[src/rtl/wd_pkg.sv]
package wd_pkg;

    typedef enum logic [1:0] {
        ST_IDLE,
        ST_RUN,
        ST_WARN,
        ST_RESET
    } wd_state_e;

    typedef enum logic [2:0] {
        CMD_NONE,
        CMD_START,
        CMD_STOP,
        CMD_KICK,
        CMD_REKEY
    } wd_cmd_e;

endpackage

[src/rtl/wd_cmd_decode.sv]
module wd_cmd_decode
    import wd_pkg::*;
#(
    parameter int KEY_W = 3
) (
    input  logic             active,
    input  logic             locked,
    input  logic             wr_en,
    input  logic             wr_enable,
    input  logic [KEY_W-1:0] wr_key,
    input  logic [KEY_W-1:0] key_q,
    output wd_cmd_e          cmd
);

    logic key_match;

    assign key_match = (wr_key == ~key_q);

    always_comb begin
        cmd = CMD_NONE;
        if (wr_en && !locked) begin
            if (!active) begin
                cmd = wr_enable ? CMD_START : CMD_NONE;
            end else if (key_match) begin
                cmd = wr_enable ? CMD_KICK : CMD_STOP;
            end else begin
                cmd = CMD_REKEY;
            end
        end
    end

endmodule

[src/rtl/wd_timer.sv]
module wd_timer #(
    parameter int LIMIT = 16
) (
    input  logic clk,
    input  logic rst_n,
    input  logic clr,
    input  logic run,
    output logic done
);

    localparam int CW = (LIMIT < 2) ? 1 : $clog2(LIMIT);

    logic [CW-1:0] cnt_d, cnt_q;

    always_comb begin
        cnt_d = cnt_q;
        if (clr) begin
            cnt_d = '0;
        end else if (run) begin
            cnt_d = cnt_q + CW'(1);
        end
    end

    always_ff @(posedge clk or negedge rst_n) begin
        if (!rst_n) begin
            cnt_q <= '0;
        end else begin
            cnt_q <= cnt_d;
        end
    end

    assign done = run && !clr && (cnt_q == CW'(LIMIT - 1));

endmodule

[src/rtl/keyed_watchdog.sv]
module keyed_watchdog
    import wd_pkg::*;
#(
    parameter int KEY_W        = 3,
    parameter int ARM_CYCLES   = 5_000_000,
    parameter int GRACE_CYCLES = 165_000,
    parameter int HOLD_CYCLES  = 64
) (
    input  logic             clk,
    input  logic             rst_n,
    input  logic             wr_en,
    input  logic             wr_enable,
    input  logic [KEY_W-1:0] wr_key,
    output logic             nmi_o,
    output logic             chip_rst_o
);

    typedef struct packed {
        wd_state_e        st;
        logic [KEY_W-1:0] key;
        logic             nmi;
    } regs_t;

    regs_t r_d, r_q;

    wd_cmd_e cmd;
    logic    arm_clr, grace_clr, hold_clr;
    logic    arm_done, grace_done, hold_done;

    logic             [KEY_W-1:0] key_q;
    wd_state_e                    st_q;

    assign key_q = r_q.key;
    assign st_q  = r_q.st;

    wd_cmd_decode #(.KEY_W(KEY_W)) i_decode (
        .active    (r_q.st == ST_RUN || r_q.st == ST_WARN),
        .locked    (r_q.st == ST_RESET),
        .wr_en     (wr_en),
        .wr_enable (wr_enable),
        .wr_key    (wr_key),
        .key_q     (r_q.key),
        .cmd       (cmd)
    );

    wd_timer #(.LIMIT(ARM_CYCLES)) i_arm_timer (
        .clk   (clk),
        .rst_n (rst_n),
        .clr   (arm_clr),
        .run   (r_q.st == ST_RUN),
        .done  (arm_done)
    );

    wd_timer #(.LIMIT(GRACE_CYCLES)) i_grace_timer (
        .clk   (clk),
        .rst_n (rst_n),
        .clr   (grace_clr),
        .run   (r_q.st == ST_WARN),
        .done  (grace_done)
    );

    wd_timer #(.LIMIT(HOLD_CYCLES)) i_hold_timer (
        .clk   (clk),
        .rst_n (rst_n),
        .clr   (hold_clr),
        .run   (r_q.st == ST_RESET),
        .done  (hold_done)
    );

    always_comb begin
        r_d       = r_q;
        r_d.nmi   = 1'b0;
        arm_clr   = 1'b0;
        grace_clr = 1'b0;
        hold_clr  = 1'b0;
        case (r_q.st)
            ST_IDLE: begin
                if (cmd == CMD_START) begin
                    r_d.st  = ST_RUN;
                    r_d.key = wr_key;
                    arm_clr = 1'b1;
                end
            end
            ST_RUN, ST_WARN: begin
                if (cmd != CMD_NONE) begin
                    r_d.key = wr_key;
                end
                if (cmd == CMD_STOP) begin
                    r_d.st = ST_IDLE;
                end else if (cmd == CMD_KICK) begin
                    r_d.st  = ST_RUN;
                    arm_clr = 1'b1;
                end else if (r_q.st == ST_RUN && arm_done) begin
                    r_d.st    = ST_WARN;
                    r_d.nmi   = 1'b1;
                    grace_clr = 1'b1;
                end else if (r_q.st == ST_WARN && grace_done) begin
                    r_d.st   = ST_RESET;
                    hold_clr = 1'b1;
                end
            end
            ST_RESET: begin
                if (hold_done) begin
                    r_d.st = ST_IDLE;
                end
            end
            default: r_d.st = ST_IDLE;
        endcase
    end

    always_ff @(posedge clk or negedge rst_n) begin
        if (!rst_n) begin
            r_q.st  <= ST_IDLE;
            r_q.key <= '0;
            r_q.nmi <= 1'b0;
        end else begin
            r_q <= r_d;
        end
    end

    assign nmi_o      = r_q.nmi;
    assign chip_rst_o = (r_q.st == ST_RESET);

endmodule

[config.mk]
export PLATFORM = sky130hd
export DESIGN_NAME = keyed_watchdog
export DESIGN_NICKNAME = d
export VERILOG_FILES = /design/src/rtl/wd_pkg.sv /design/src/rtl/wd_cmd_decode.sv /design/src/rtl/wd_timer.sv /design/src/rtl/keyed_watchdog.sv
export SDC_FILE = /design/constraint.sdc
export NUM_CORES = 1
export LEC_CHECK = 0
export BUFFER_PORTS_ARGS = -buffer_cell sky130_fd_sc_hd__buf_2
export CORE_MARGIN = 2
export CORE_UTILIZATION = 29
export CTS_CLUSTER_DIAMETER = 50
export CTS_CLUSTER_SIZE = 28
export DETAILED_ROUTE_END_ITERATION = 10
export PLACE_DENSITY_LB_ADDON = 0.3
export SLEW_MARGIN = 15
export SYNTH_ARGS = -nofsm -noshare
export SYNTH_HDL_FRONTEND = slang
export SYNTH_SLANG_ARGS = --single-unit
[constraint.sdc]
create_clock -name clk -period 4.1 [get_ports clk]
set_input_delay 0.82 -clock clk [delete_from_list [all_inputs] [get_ports clk]]
set_output_delay 0.82 -clock clk [all_outputs]
set_load 0.01 [all_outputs]
Yosys cells after proc, flatten, opt, wreduce, memory -nomap -nowiden
Index checks and enable logic that the tools add are counted.
Widths: inputs -> output; s select.
{ "word_totals": {"ff_bits": 53, "out_inout_bits": 2, "word_cells": 80} }
{ "op_classes": {"addsub": 3, "reduce_logical": 23, "bitwise": 1, "eq_ne": 14, "muxes": 33} }
{ "ops": {"columns": ["cell", "count"], "rows": [
  ["$mux 23", 2],
  ["$mux 18", 2],
  ["$add 23x1->23 const B", 1],
  ["$eq 23x23->1 const B", 1],
  ["$add 18x1->18 const B", 1],
  ["$eq 18x18->1 const B", 1],
  ["$mux 1", 14],
  ["$mux 3", 4],
  ["$mux 6", 2],
  ["$mux 2", 5],
  ["$logic_and 1x1->1", 9],
  ["$reduce_bool 2->1", 4],
  ["$add 6x1->6 const B", 1],
  ["$eq 3x2->1 const B", 2],
  ["$eq 6x6->1 const B", 1],
  ["$ne 2x2->1 const B", 3],
  ["$pmux 2 s3", 1],
  ["$pmux 3 s2", 1],
  ["$reduce_and 3->1", 2],
  ["$mux 5", 1],
  ["$ne 5x5->1 const B", 1],
  ["$eq 2x2->1 const B", 2],
  ["$logic_not 1->1", 4],
  ["$eq 3x1->1 const B", 1],
  ["8 further kinds", 8]
]} }

Depth between registers and ports, before layout
Gate-level depths: netlist of the first run.
{ "depth": {"ltp_word": 31, "depth_mapped": 9, "mapped_depth_nobuf": 7} }

Hierarchy
A second synthesis of the first run with hierarchy kept.
{ "hier_totals": {"hier_cells": 301, "area_unflattened_um2": 2929.1} }
{ "modules_own_cells": {"columns": ["mod", "seq_area_each_um2", "area_each_um2", "n_inst", "cells_per_inst"], "rows": [
  ["wd_timer (i_arm_timer)", 575.6, 1232.4, 1, 130],
  ["wd_timer (i_grace_timer)", 450.4, 937.1, 1, 95],
  ["keyed_watchdog", 150.1, 400.4, 1, 38],
  ["wd_timer (i_hold_timer)", 150.1, 282.8, 1, 28],
  ["wd_cmd_decode", 0.0, 76.3, 1, 10]
]} }

Least setup slack after synthesis of the first run
Ideal clock, no wire load.
{ "synth_timing": {"path_type": "register -> register", "start": "reg r_q (netlist bit st_q[1])", "end": "reg i_grace_timer.cnt_q[13]", "path_slack_ns": 1.900, "arrival_time_ns": 2.081, "path_buffers": 2, "path_stages_with_launch": 10, "cell_sequence": "dfrtp_1 inv_1 ha_1 buf_4 nand3_2 or4_4 or2_4 nor2_4 buf_6 nor2_2"} }
{ "synth_between": {"elab_chain_len": 17} }
{ "synth_lines": {"columns": ["item", "line", "source"], "rows": [
  ["from (decl)", "keyed_watchdog.sv:24", "regs_t r_d, r_q;"],
  ["from (signal assigned)", "keyed_watchdog.sv:117", "r_q <= r_d;"],
  ["$eq 2x1->1 (tied with other cells)", null, null],
  ["$logic_or 1x1->1 / $logic_not 1->1 (equally long branches)", "keyed_watchdog.sv:37, wd_cmd_decode.sv:21", null],
  ["$mux 3 / $logic_and 1x1->1 (equally long branches)", "wd_cmd_decode.sv:22, wd_cmd_decode.sv:21", null],
  ["$mux 3", "wd_cmd_decode.sv:21", "if (wr_en && !locked) begin"],
  ["$eq 3x2->1", "keyed_watchdog.sv:90", "end else if (cmd == CMD_KICK) begin"],
  ["$mux 1", "keyed_watchdog.sv:90", null],
  ["$mux 1", "keyed_watchdog.sv:88", "if (cmd == CMD_STOP) begin"],
  ["$pmux 1 s2", "keyed_watchdog.sv:76", "case (r_q.st)"],
  ["$logic_not 1->1", "wd_timer.sv:32", "assign done = run && !clr && (cnt_q == CW'(LIMIT - 1));"],
  ["$logic_and 1x1->1 (2 in series)", "wd_timer.sv:32", null],
  ["$logic_and 1x1->1", "keyed_watchdog.sv:93", "end else if (r_q.st == ST_RUN && arm_done) begin"],
  ["$mux 1", "keyed_watchdog.sv:93", null],
  ["$mux 1", "keyed_watchdog.sv:90", null],
  ["$mux 1", "keyed_watchdog.sv:88", null],
  ["$mux 1 (*)", "keyed_watchdog.sv:76", null],
  ["named net grace_clr", "keyed_watchdog.sv:27", "logic arm_clr, grace_clr, hold_clr;"],
  ["$mux 18 / $reduce_bool 2->1 (equally long branches)", null, null],
  ["to (signal assigned)", "wd_timer.sv:28", "cnt_q <= cnt_d;"],
  ["to (decl)", "wd_timer.sv:13", "logic [CW-1:0] cnt_d, cnt_q;"]
]} }
Mark *: on every way through the listed nets, which the timed path passes. The rest lies on a longest branch.
A chain may end at the register's enable or synchronous reset.

Final worst setup path of the first run
{ "layout_timing": {"start": "reg r_q (netlist bit st_q[1])", "end": "reg i_grace_timer.cnt_q[0]"} }
{ "layout_between": {"elab_chain_len": 17} }
{ "layout_lines": {"columns": ["item", "line"], "rows": [
  ["$eq 2x1->1 (tied with other cells)", null],
  ["$logic_or 1x1->1 / $logic_not 1->1 (equally long branches)", "keyed_watchdog.sv:37, wd_cmd_decode.sv:21"],
  ["$mux 3 / $logic_and 1x1->1 (equally long branches)", "wd_cmd_decode.sv:22, wd_cmd_decode.sv:21"],
  ["$mux 3", "wd_cmd_decode.sv:21"],
  ["$eq 3x2->1", "keyed_watchdog.sv:90"],
  ["$mux 1", "keyed_watchdog.sv:90"],
  ["$mux 1", "keyed_watchdog.sv:88"],
  ["$pmux 1 s2", "keyed_watchdog.sv:76"],
  ["$logic_not 1->1", "wd_timer.sv:32"],
  ["$logic_and 1x1->1 (2 in series)", "wd_timer.sv:32"],
  ["$logic_and 1x1->1", "keyed_watchdog.sv:93"],
  ["$mux 1", "keyed_watchdog.sv:93"],
  ["$mux 1", "keyed_watchdog.sv:90"],
  ["$mux 1", "keyed_watchdog.sv:88"],
  ["$mux 1", "keyed_watchdog.sv:76"],
  ["$mux 18 / $reduce_bool 2->1 (equally long branches)", null]
]} }
Several ways; a longest one is shown, not always the timed one.

==> impl_metrics.toml, run 1 <==
[run_status]
outcome = "complete, no violations"

[finish]
multiInputGateArea_sq_um = 1420
post-route-util_pct = 33.3
final_nets = 309
final-seq-area_sq_um = 1330
final_cell_count_no_fill = 422
n_antenna_cell = 0
mostFrequentLayoutCells = "nor2_1 (53), dfrtp_1 (53), xor2_1 (26)"
final_layout_size_suffix_gt1_share_pct = 11.9
layout-area-overhead-vs-synth_pct = 10.4
nFillCells = 955

[setup_path]
cp_data_required_time_ns = 4.27
path_cells = "inv_1 -> ha_1 -> nand3_2 -> or4_4 -> or2_4 -> nor2_4 -> nor2_1"
critPathBufInv = 1
arrival_ns = 2.78
worst_setup_path_start_kind = "register"
setup.worst_path.class = "reg -> reg"
timing.rr.end = "i_grace_timer.cnt_q[0]"
depth_of_the_most_critical_reg_to_reg_path = 7
flop2flop_setup_slack_ns = 1.49
r2r_start = "st_q[1]"
crit_family = "simple AND/OR/NAND/NOR gates"
critical-path-max-stage-delay_ns = 0.56
crit_fanout = 19
critPathCaptureType = "register"
crit_path_top_delay_cell = "or4_4"

[yosys]
synthXorXnorAreaFrac_pct = 14.7
postSynthCellCount = 282
postSynthAreaPerCell_sq_um = 9.92
yosys-mux-area-fraction_pct = 2.64
post_synthesis_compound_gate_area_fraction_pct = 2.91
fraction_of_registers_with_async_set_or_reset_after_synthesis_pct = 100
post_synthesis_sequential_element_count = 53
syn-num-nets = 298
yosys.cell_types.count = 40
yosys.area_share.simple_pct = 26.1
prevailing_post_synth_register_cell = "dfrtp_1"
post_syn_area_sq_um = 2800
number_of_enable_flip_flop_cells_after_synthesis = 0
synth_top_family_by_area = "simple AND/OR/NAND/NOR gates"
yosys_warnings = 0
synth_sequential_area_ratio_pct = 47.4
synth_adder_area_share_pct = 4.03

[sta]
tightest_slew_ns = 0.983
timing.slew.headroom_pct = 33.9
final_max_slew_viol_count = 0
timing.final.hold_violations = 0
fin_setup_tns_ns = 0
setup_violations = 0
holdWs_ns = 0.490
final.period_utilization_pct = 63.7
fin_crit_ns = 2.61
clock_skew_ns = 0.00714
rsz_0062_raised_after_global_routing = "no"
fmaxAchievable_mhz = 383

[clock_network]
worstSkewPairLatency_ns = 0.30
cts-htree-levels = 2
tritoncts = "done"
cts_buffer_depth = 2
tritoncts_num_sinks = 53
cts_made_buffers = 5
cts_root_buffer = "clkbuf_8"
cts_hold_repair.buffers = 0
path_clk_slew_ns = 0.10
post_cts_buffers = 0
cts_resized = 0

[global_routing]
met3_usage_pct = 2.26
global_route_met2_usage_pct = 16.8
grt_first_pass_wirelength_microns = 9050
antenna_found_initial = 0
grt_pass1_vias = 1895
global_route_overflow = 0
pin_count_of_the_biggest_net_entering_global_routing = 33
globalRoute.busiestLayer = "met2"
grt_util_met1_pct = 15.0
grt_usage_pct = 10.9

[placed_design]
dp_cells = 415
dp_hpwl_microns = 3610
gp_congestion = 0.737
portBuffers = 8

[route]
route.final.wire_length_microns = 5200
detail_route.vias_per_cell = 4.63
ant_nets = 0
drt_iter0_drc = 106
detail_route.wl_per_cell_microns = 12.3
detail_route.drc_violations = 0
first_pass_iters = 4
routed-via-count = 1954

[die]
die_y_microns = 102
die_wd_microns = 102
coreArea_sq_um = 9280
initial_util_pct = 30.1
io_pins = 9
die_area_sq_um = 10400
fp-row-count = 35

[power_and_ir_drop]
leakage_uw = 0.00125
vdd.ir_drop.worst_uv = 141
power_density_nw_per_um2 = 403

[worst_hold_path]
worstHoldPathType = "in -> async"

[flow_run]
cap_violations = 0
[synth_stat cells, types with 4 or more instances]
cell / count / area, sq um
nor4_1: 4 / 25.0
inv_1: 7 / 26.3
ha_1: 9 / 113
xor2_1: 26 / 228
nand3_1: 16 / 80.1
mux2i_1: 4 / 40.0
nor3_1: 6 / 30.0
dfrtp_1: 53 / 1330
and3_1: 4 / 25.0
nor2_1: 53 / 199
nor2_2: 9 / 56.3
xnor2_1: 21 / 184
nand4_1: 13 / 81.3
nand2_1: 19 / 71.3
[state kept, by name, summed over array words and instances, names as in the netlist]
name and count:
i_grace_timer.cnt_q 18, i_hold_timer.cnt_q 6, i_arm_timer.cnt_q 23, nmi_o 1, key_q 3, st_q 2
[cells by family after synthesis]
logic type | count (synthesis)
buffers and inverters | 13
AND/OR/NAND/NOR | 143
flip-flops | 53
AO/OA/AOI/OAI | 10
multiplexers | 7
XOR/XNOR | 47
adder cells (fa/ha/maj) | 9
[final cells by class]
class                      count  share of cell area [%]
clock buffer                   5                    2.23
clock inverter                 2                    1.13
inverter                       7                   0.851
multi-input combinational    216                    45.8
sequential                    53                    42.9
tap                          129                    5.23
timing repair buffer          10                    1.78
[worst max path at each step]
| stage | endpoint | depth (start not counted) | start |
|---|---|---|---|
| after detailed placement | i_grace_timer.cnt_q[0] | 7 | st_q[1] |
| after global routing | i_grace_timer.cnt_q[0] | 7 | st_q[1] |
| final | i_grace_timer.cnt_q[0] | 7 | st_q[1] |
| after global placement | i_grace_timer.cnt_q[17] | 7 | st_q[1] |
| after CTS | i_grace_timer.cnt_q[0] | 7 | st_q[1] |
| after floorplan | i_grace_timer.cnt_q[13] | 9 | st_q[1] |
[report_power, final]
part           internal [uW]  switching, uW  total (uW)  leakage [uW]
logic                    122            167         289      0.000594
registers                569           41.7         611      0.000598
clock network            178            167         344     0.0000540
total                    868            375        1240       0.00125
[stage by stage]
| stage | power, uW | cell area, sq um | setup slack (ns) |
|---|---|---|---|
| after floorplan | 840 | 2800 | 1.90 |
| final | 1240 | 3090 | 1.49 |
| after global routing | 1330 | 3090 | 1.30 |
| after CTS | 1260 | 3090 | 1.47 |
| after global placement | 900 | 2980 | 1.58 |
| after detailed placement | 908 | 2980 | 1.48 |
[worst reg2reg max path: stages, from the launching register on]
cell and delay [ns]:
dfrtp_1 0.44, inv_1 0.15, ha_1 0.32, nand3_2 0.15, or4_4 0.56, or2_4 0.28
nor2_4 0.46, nor2_1 0.12
[per-layer routing]
metal | wire length (microns) | share of wire, %
met3 | 139 | 2.7
met4 | 95 | 1.8
met5 | 0 | 0
met2 | 2250 | 43
met1 | 2720 | 52
Note: power is estimated with default switching activity, not from simulation.
==> run 2, diff against run 1 <==
--- a/config.mk
+++ b/config.mk
@@ -5,6 +5,7 @@
 export SDC_FILE = /design/constraint.sdc
 export NUM_CORES = 1
 export LEC_CHECK = 0
+export ABC_AREA = 1
 export BUFFER_PORTS_ARGS = -buffer_cell sky130_fd_sc_hd__buf_2
 export CORE_MARGIN = 2
 export CORE_UTILIZATION = 29
==> constraint.sdc (replaced) <==
create_clock -name clk -period 2.1 [get_ports clk]
set_input_delay 0.42 -clock clk [delete_from_list [all_inputs] [get_ports clk]]
set_output_delay 0.42 -clock clk [all_outputs]
set_load 0.01 [all_outputs]
==> run 2 against run 1 <==
Against the previous run: sequential cell count unchanged; critical path depth rose by 4; first-iteration DRC count rose by 98%.
==> impl_metrics.toml, run 2 <==
[run_status]
outcome = "complete, no violations"

[sta]
rsz_0062_raised_after_global_routing = "yes"
final_max_slew_viol_count = 0
setup_violations = 0
tightest_slew_ns = 0.686
fin_crit_ns = 1.91
clock_skew_ns = 0.0121
fmaxAchievable_mhz = 523
timing.slew.headroom_pct = 54.3
final.period_utilization_pct = 91.1
timing.final.hold_violations = 0

[setup_path]
critPathBufInv = 3
cp_data_required_time_ns = 2.31
worst_setup_path_start_kind = "register"
path_cells = "inv_1 -> ha_1 -> inv_4 -> nor3_4 -> nand2_2 -> nor2_4 -> inv_2 -> nor2_4 -> nand2_2 -> o21ai_1 -> nor2_1"
crit_path_top_delay_cell = "dfrtp_1"
flop2flop_setup_slack_ns = 0.19
timing.rr.end = "i_arm_timer.cnt_q[15]"
depth_of_the_most_critical_reg_to_reg_path = 11
r2r_start = "st_q[1]"
critical-path-max-stage-delay_ns = 0.44
arrival_ns = 2.13
critPathCaptureType = "register"
setup.worst_path.class = "reg -> reg"
crit_fanout = 7
crit_family = "simple AND/OR/NAND/NOR gates"

[clock_network]
cts_root_buffer = "clkbuf_8"
path_clk_slew_ns = 0.10
tritoncts_num_sinks = 53
tritoncts = "done"
cts-htree-levels = 2
worstSkewPairLatency_ns = 0.32
cts_made_buffers = 5
cts_buffer_depth = 2

[route]
drt_iter0_drc = 210
route.final.wire_length_microns = 6740
ant_nets = 0
routed-via-count = 2720
detail_route.wl_per_cell_microns = 11.4
first_pass_iters = 5
detail_route.vias_per_cell = 4.59
detail_route.drc_violations = 0

[finish]
layout-area-overhead-vs-synth_pct = 12.2
mostFrequentLayoutCell = "nand2_1"
nFillCells = 1183
final_cell_count_no_fill = 593
multiInputGateArea_sq_um = 1650
final_nets = 468
register_name_with_the_most_flops = "i_arm_timer.cnt_q"
mostFrequentLayoutCells = "nand2_1 (98), nor2_1 (67), inv_1 (54)"
final_layout_size_suffix_gt1_share_pct = 12.8
largest_registers = "i_arm_timer.cnt_q: 23 flops, i_grace_timer.cnt_q: 18 flops, i_hold_timer.cnt_q: 6 flops"
final-seq-area_sq_um = 1330
largest_reg_flops = 23
n_antenna_cell = 0

[global_routing]
grt_pass1_vias = 2565
grt_first_pass_wirelength_microns = 11900
antenna_found_initial = 0
pin_count_of_the_biggest_net_entering_global_routing = 54
global_route_met2_usage_pct = 20.1
met3_usage_pct = 1.96
grt_util_met1_pct = 16.9
global_route_overflow = 0
globalRoute.busiestLayer = "met2"
grt_usage_pct = 12.5

[yosys]
postSynthAreaPerCell_sq_um = 7.48
yosys_warnings = 0
postSynthCellCount = 431
yosysMostFrequentCell = "nand2_1"
prevailing_post_synth_register_cell = "dfrtp_1"
synth_top_area_cell = "dfrtp_1"
synth.top_cell.area_share_pct = 41.1
number_of_enable_flip_flop_cells_after_synthesis = 0
post_synthesis_sequential_element_count = 53
post_syn_area_sq_um = 3220
syn-num-nets = 447
yosys.cell_types.count = 33
fraction_of_registers_with_async_set_or_reset_after_synthesis_pct = 100
netlist_top_cells_area = "dfrtp_1 (41%), nand2_1 (11%), nor2_1 (7.8%), inv_1 (6.3%), nand3_1 (4.5%)"
ranking_of_synthesized_cells_by_instance_count = "nand2_1 (98), nor2_1 (67), inv_1 (54)"
synth_sequential_area_ratio_pct = 41.1

[power_and_ir_drop]
total_power_consumption_of_the_routed_design_uw = 4040
vdd.ir_drop.worst_uv = 602
power_density_nw_per_um2 = 1120
leakage_uw = 0.00164

[placed_design]
portBuffers = 8
gp_congestion = 0.843
dp_hpwl_microns = 5090
dp_cells = 582

[die]
die_area_sq_um = 12000
initial_util_pct = 29.7
die_wd_microns = 109
die_y_microns = 109
io_pins = 9
fp-row-count = 38
coreArea_sq_um = 10800

[worst_hold_path]
worstHoldPathType = "in -> async"

[flow_run]
cap_violations = 0
-- run 2: cell types whose count changed after synthesis, moves of 5 or more --
cell,delta
a21oi_1,+9
inv_1,+47
inv_2,+6
nand2_1,+79
nand3_1,+13
nor2_1,+14
nor3_1,+13
nor3_2,+6
o21ai_0,+8
o21ai_1,+5
xnor2_1,-18
xor2_1,-13
-- run 2: how the worst max path moves through the flow --
| stage | cells after the start | from | slack (ns) | endpoint |
|---|---|---|---|---|
| 3_5_place_dp | 10 | st_q[0] | 0.14 | i_grace_timer.cnt_q[16] |
| 4_1_cts | 10 | st_q[0] | 0.14 | i_grace_timer.cnt_q[11] |
| 6_report | 11 | st_q[1] | 0.19 | i_arm_timer.cnt_q[15] |
| 3_3_place_gp | 11 | st_q[1] | 0.20 | i_arm_timer.cnt_q[15] |
| 5_1_grt | 13 | st_q[1] | -0.02 | st_q[0] |
| 2_1_floorplan | 11 | st_q[0] | 0.40 | st_q[1] |
-- run 2: layer usage --
layer / vias up / part of all wire [%]
met5: - / 0
li1: 1416 / -
met3: 7 / 2.3
met1: 1268 / 49
met4: 0 / 1.8
met2: 29 / 47
-- run 2: timing repair --
item                       4_1_cts  5_1_grt
setup buffers                    0        3
setup endpoints to repair        0       20
resized for setup                0        3
hold buffers                     0        0
-- run 2: per-stage QoR --
step	util [%]	instance area (sq um)	setup slack (ns)	hold slack (ns)	setup TNS (ns)
2_1_floorplan	-	3220	0.400	0.124	0
3_3_place_gp	31.9	3460	0.200	0.495	0
3_5_place_dp	31.9	3460	0.144	0.502	0
4_1_cts	32.9	3570	0.135	0.243	0
5_1_grt	33.4	3620	-0.0207	0.277	-0.0705
6_report	33.4	3620	0.187	0.213	0
-- run 2: report_power, final --
| part | switching [uW] | total [uW] | internal, uW |
|---|---|---|---|
| combinational | 1010 | 1610 | 602 |
| sequential | 341 | 1720 | 1370 |
| clock | 354 | 712 | 358 |
-- run 2: worst reg2reg max path: stages, from the launching register on --
cell and delay, ns:
dfrtp_1 0.44, inv_1 0.12, ha_1 0.28, inv_4 0.10, nor3_4 0.25, nand2_2 0.12
nor2_4 0.12, inv_2 0.06, nor2_4 0.09, nand2_2 0.06, o21ai_1 0.12, nor2_1 0.05
-- run 2: cell type report --
class	instances	area share [%]
clock buffer	6	2.01
clock inverter	2	1.07
inverter	61	6.40
multi-input combinational	313	45.5
sequential	53	36.7
tap	140	4.84
timing repair buffer	18	3.53
-- run 2: cell families (layout without fill, tap and decap cells) --
kind of cell               count (synthesis)  count (layout)  synth area share (%)
and+or+nand+nor                          256             256                  37.4
buffers and inverters                     65              87                  8.19
DFF                                       53              53                  41.1
AOI/OAI and AO/OA                         32              32                  5.47
xor gates and xnor gates                  16              16                  4.35
adders and majority gates                  9               9                  3.49
==> run 3, diff against run 2 <==
--- a/config.mk
+++ b/config.mk
@@ -5,7 +5,6 @@
 export SDC_FILE = /design/constraint.sdc
 export NUM_CORES = 1
 export LEC_CHECK = 0
-export ABC_AREA = 1
 export BUFFER_PORTS_ARGS = -buffer_cell sky130_fd_sc_hd__buf_2
 export CORE_MARGIN = 2
 export CORE_UTILIZATION = 29
==> run 3 against run 2 <==
Against the previous run: critical path depth down 7; combinational power down 60%; cell count down 26%; via count down 27%; power down 36%; worst hold slack worse by 0.13 ns; sequential power down 30%; clock-buffer cell count unchanged; design area down 8.5%; sequential cell count unchanged; routed wire length down 22%; largest cell class unchanged; largest power group unchanged.
==> impl_metrics.toml, run 3 (synthesis results as in run 1) <==
[run_status]
outcome = "complete, no violations"

[power_and_ir_drop]
vdd.ir_drop.worst_uv = 296
leakage_uw = 0.00134
power_density_nw_per_um2 = 783

[die]
die_wd_microns = 102
io_pins = 9
die_y_microns = 102
initial_util_pct = 30.1
die_area_sq_um = 10400
fp-row-count = 35
coreArea_sq_um = 9280

[clock_network]
cts_made_buffers = 5
cts_buffer_depth = 2
cts_root_buffer = "clkbuf_8"
cts_hold_repair.buffers = 0
cts-htree-levels = 2
worstSkewPairLatency_ns = 0.31
tritoncts_num_sinks = 53
tritoncts = "done"
path_clk_slew_ns = 0.10

[sta]
timing.final.hold_violations = 0
tightest_slew_ns = 0.375
holdWs_ns = 0.0831
fmaxAchievable_mhz = 492
setup_violations = 0
rsz_0062_raised_after_global_routing = "no"
final.period_utilization_pct = 96.7
final_max_slew_viol_count = 0
fin_crit_ns = 2.03
clock_skew_ns = 0.0140
timing.slew.headroom_pct = 74.8
fin_setup_tns_ns = 0

[setup_path]
critPathCaptureType = "register"
depth_of_the_most_critical_reg_to_reg_path = 4
crit_path_top_delay_cell = "or4b_4"
arrival_ns = 2.28
setup.worst_path.class = "reg -> reg"
worst_setup_path_start_kind = "register"
path_cells = "or4b_4 -> or4_4 -> a2111o_1 -> nand3_1"
crit_fanout = 4
cp_data_required_time_ns = 2.35
critical-path-max-stage-delay_ns = 0.56

[finish]
mostFrequentLayoutCells = "nor2_1 (52), dfrtp_1 (52), xor2_1 (26)"
final_nets = 326
final_cell_count_no_fill = 440
largest_registers = "i_arm_timer.cnt_q: 23 flops, i_grace_timer.cnt_q: 18 flops, i_hold_timer.cnt_q: 6 flops"
n_antenna_cell = 0
layout-area-overhead-vs-synth_pct = 18.3
largest_reg_flops = 23
nFillCells = 983
post-route-util_pct = 35.7
finish.instance_area_sq_um = 3310
final_layout_size_suffix_gt1_share_pct = 19.9
register_name_with_the_most_flops = "i_arm_timer.cnt_q"

[route]
first_pass_iters = 4
drt_iter0_drc = 72
detail_route.wl_per_cell_microns = 12.0
route.final.wire_length_microns = 5260
detail_route.vias_per_cell = 4.54
ant_nets = 0
detail_route.drc_violations = 0
routed-via-count = 1996

[placed_design]
dp_hpwl_microns = 3600
gp_congestion = 0.773
dp_cells = 430
portBuffers = 8
placedInstanceArea_sq_um = 3160

[flow_run]
cap_violations = 0

[global_routing]
grt_first_pass_wirelength_microns = 9240
pin_count_of_the_biggest_net_entering_global_routing = 54
grt_pass1_vias = 2005
grt_usage_pct = 10.9
antenna_found_initial = 0
global_route_overflow = 0

[worst_hold_path]
worstHoldPathType = "in -> async"
==> run 3: stage by stage <==
step / power [uW] / setup slack (ns)
final: 2590 / 0.0694
after floorplan: 1670 / 0.00285
after global routing: 2740 / 0.00869
after global placement: 1820 / 0.0449
after CTS: 2580 / 0.0294
after detailed placement: 1830 / -0.0204
==> run 3: worst paths after layout <==
check                      slack (ns)                     from                      to
min in group clk                 0.36                wr_key[0]                key_q[0]
setup reg to reg                 0.07  i_grace_timer.cnt_q[12]                 st_q[1]
max in group asynchronous        1.75                    rst_n  i_grace_timer.cnt_q[6]
setup / recovery                 0.07  i_grace_timer.cnt_q[12]                 st_q[1]
hold reg to reg                  0.54                 key_q[0]                key_q[0]
hold / removal                   0.08                    rst_n   i_arm_timer.cnt_q[22]
==> run 3: worst max-delay path, delay by kind of cell (launching register included) <==
family / cells / cell delay (ns)
AO/OA/AOI/OAI: 1 / 0.41
flip-flops: 1 / 0.42
AND/OR/NAND/NOR: 3 / 1.15
==> run 3: cell type report <==
type	count	area (sq um)	share of cell area, %
Timing Repair Buffer	27	220	6.65
Sequential cell	53	1330	40.1
Multi-Input combinational cell	216	1450	43.9
Tap cell	129	161	4.88
Clock buffer	6	82.6	2.49
Clock inverter	2	37.5	1.13
Inverter	7	28.8	0.869
==> run 3: layer usage <==
layer	up-vias	routed length [microns]	global-route usage, %
met5	-	0	0
met4	0	51	2.46
met3	8	89	2.26
met2	8	2490	18.1
met1	969	2630	14.7
li1	1011	-	-
==> run 3: timing repair <==
item                       CTS  global route
buffers inserted             0             2
setup endpoints to repair    6            10
pin swaps                    0             2
gates resized for setup      3             3
==> run 3: power breakdown <==
group	switching, uW	internal, uW
sequential	91.6	1110
clock	354	388
combinational	338	307
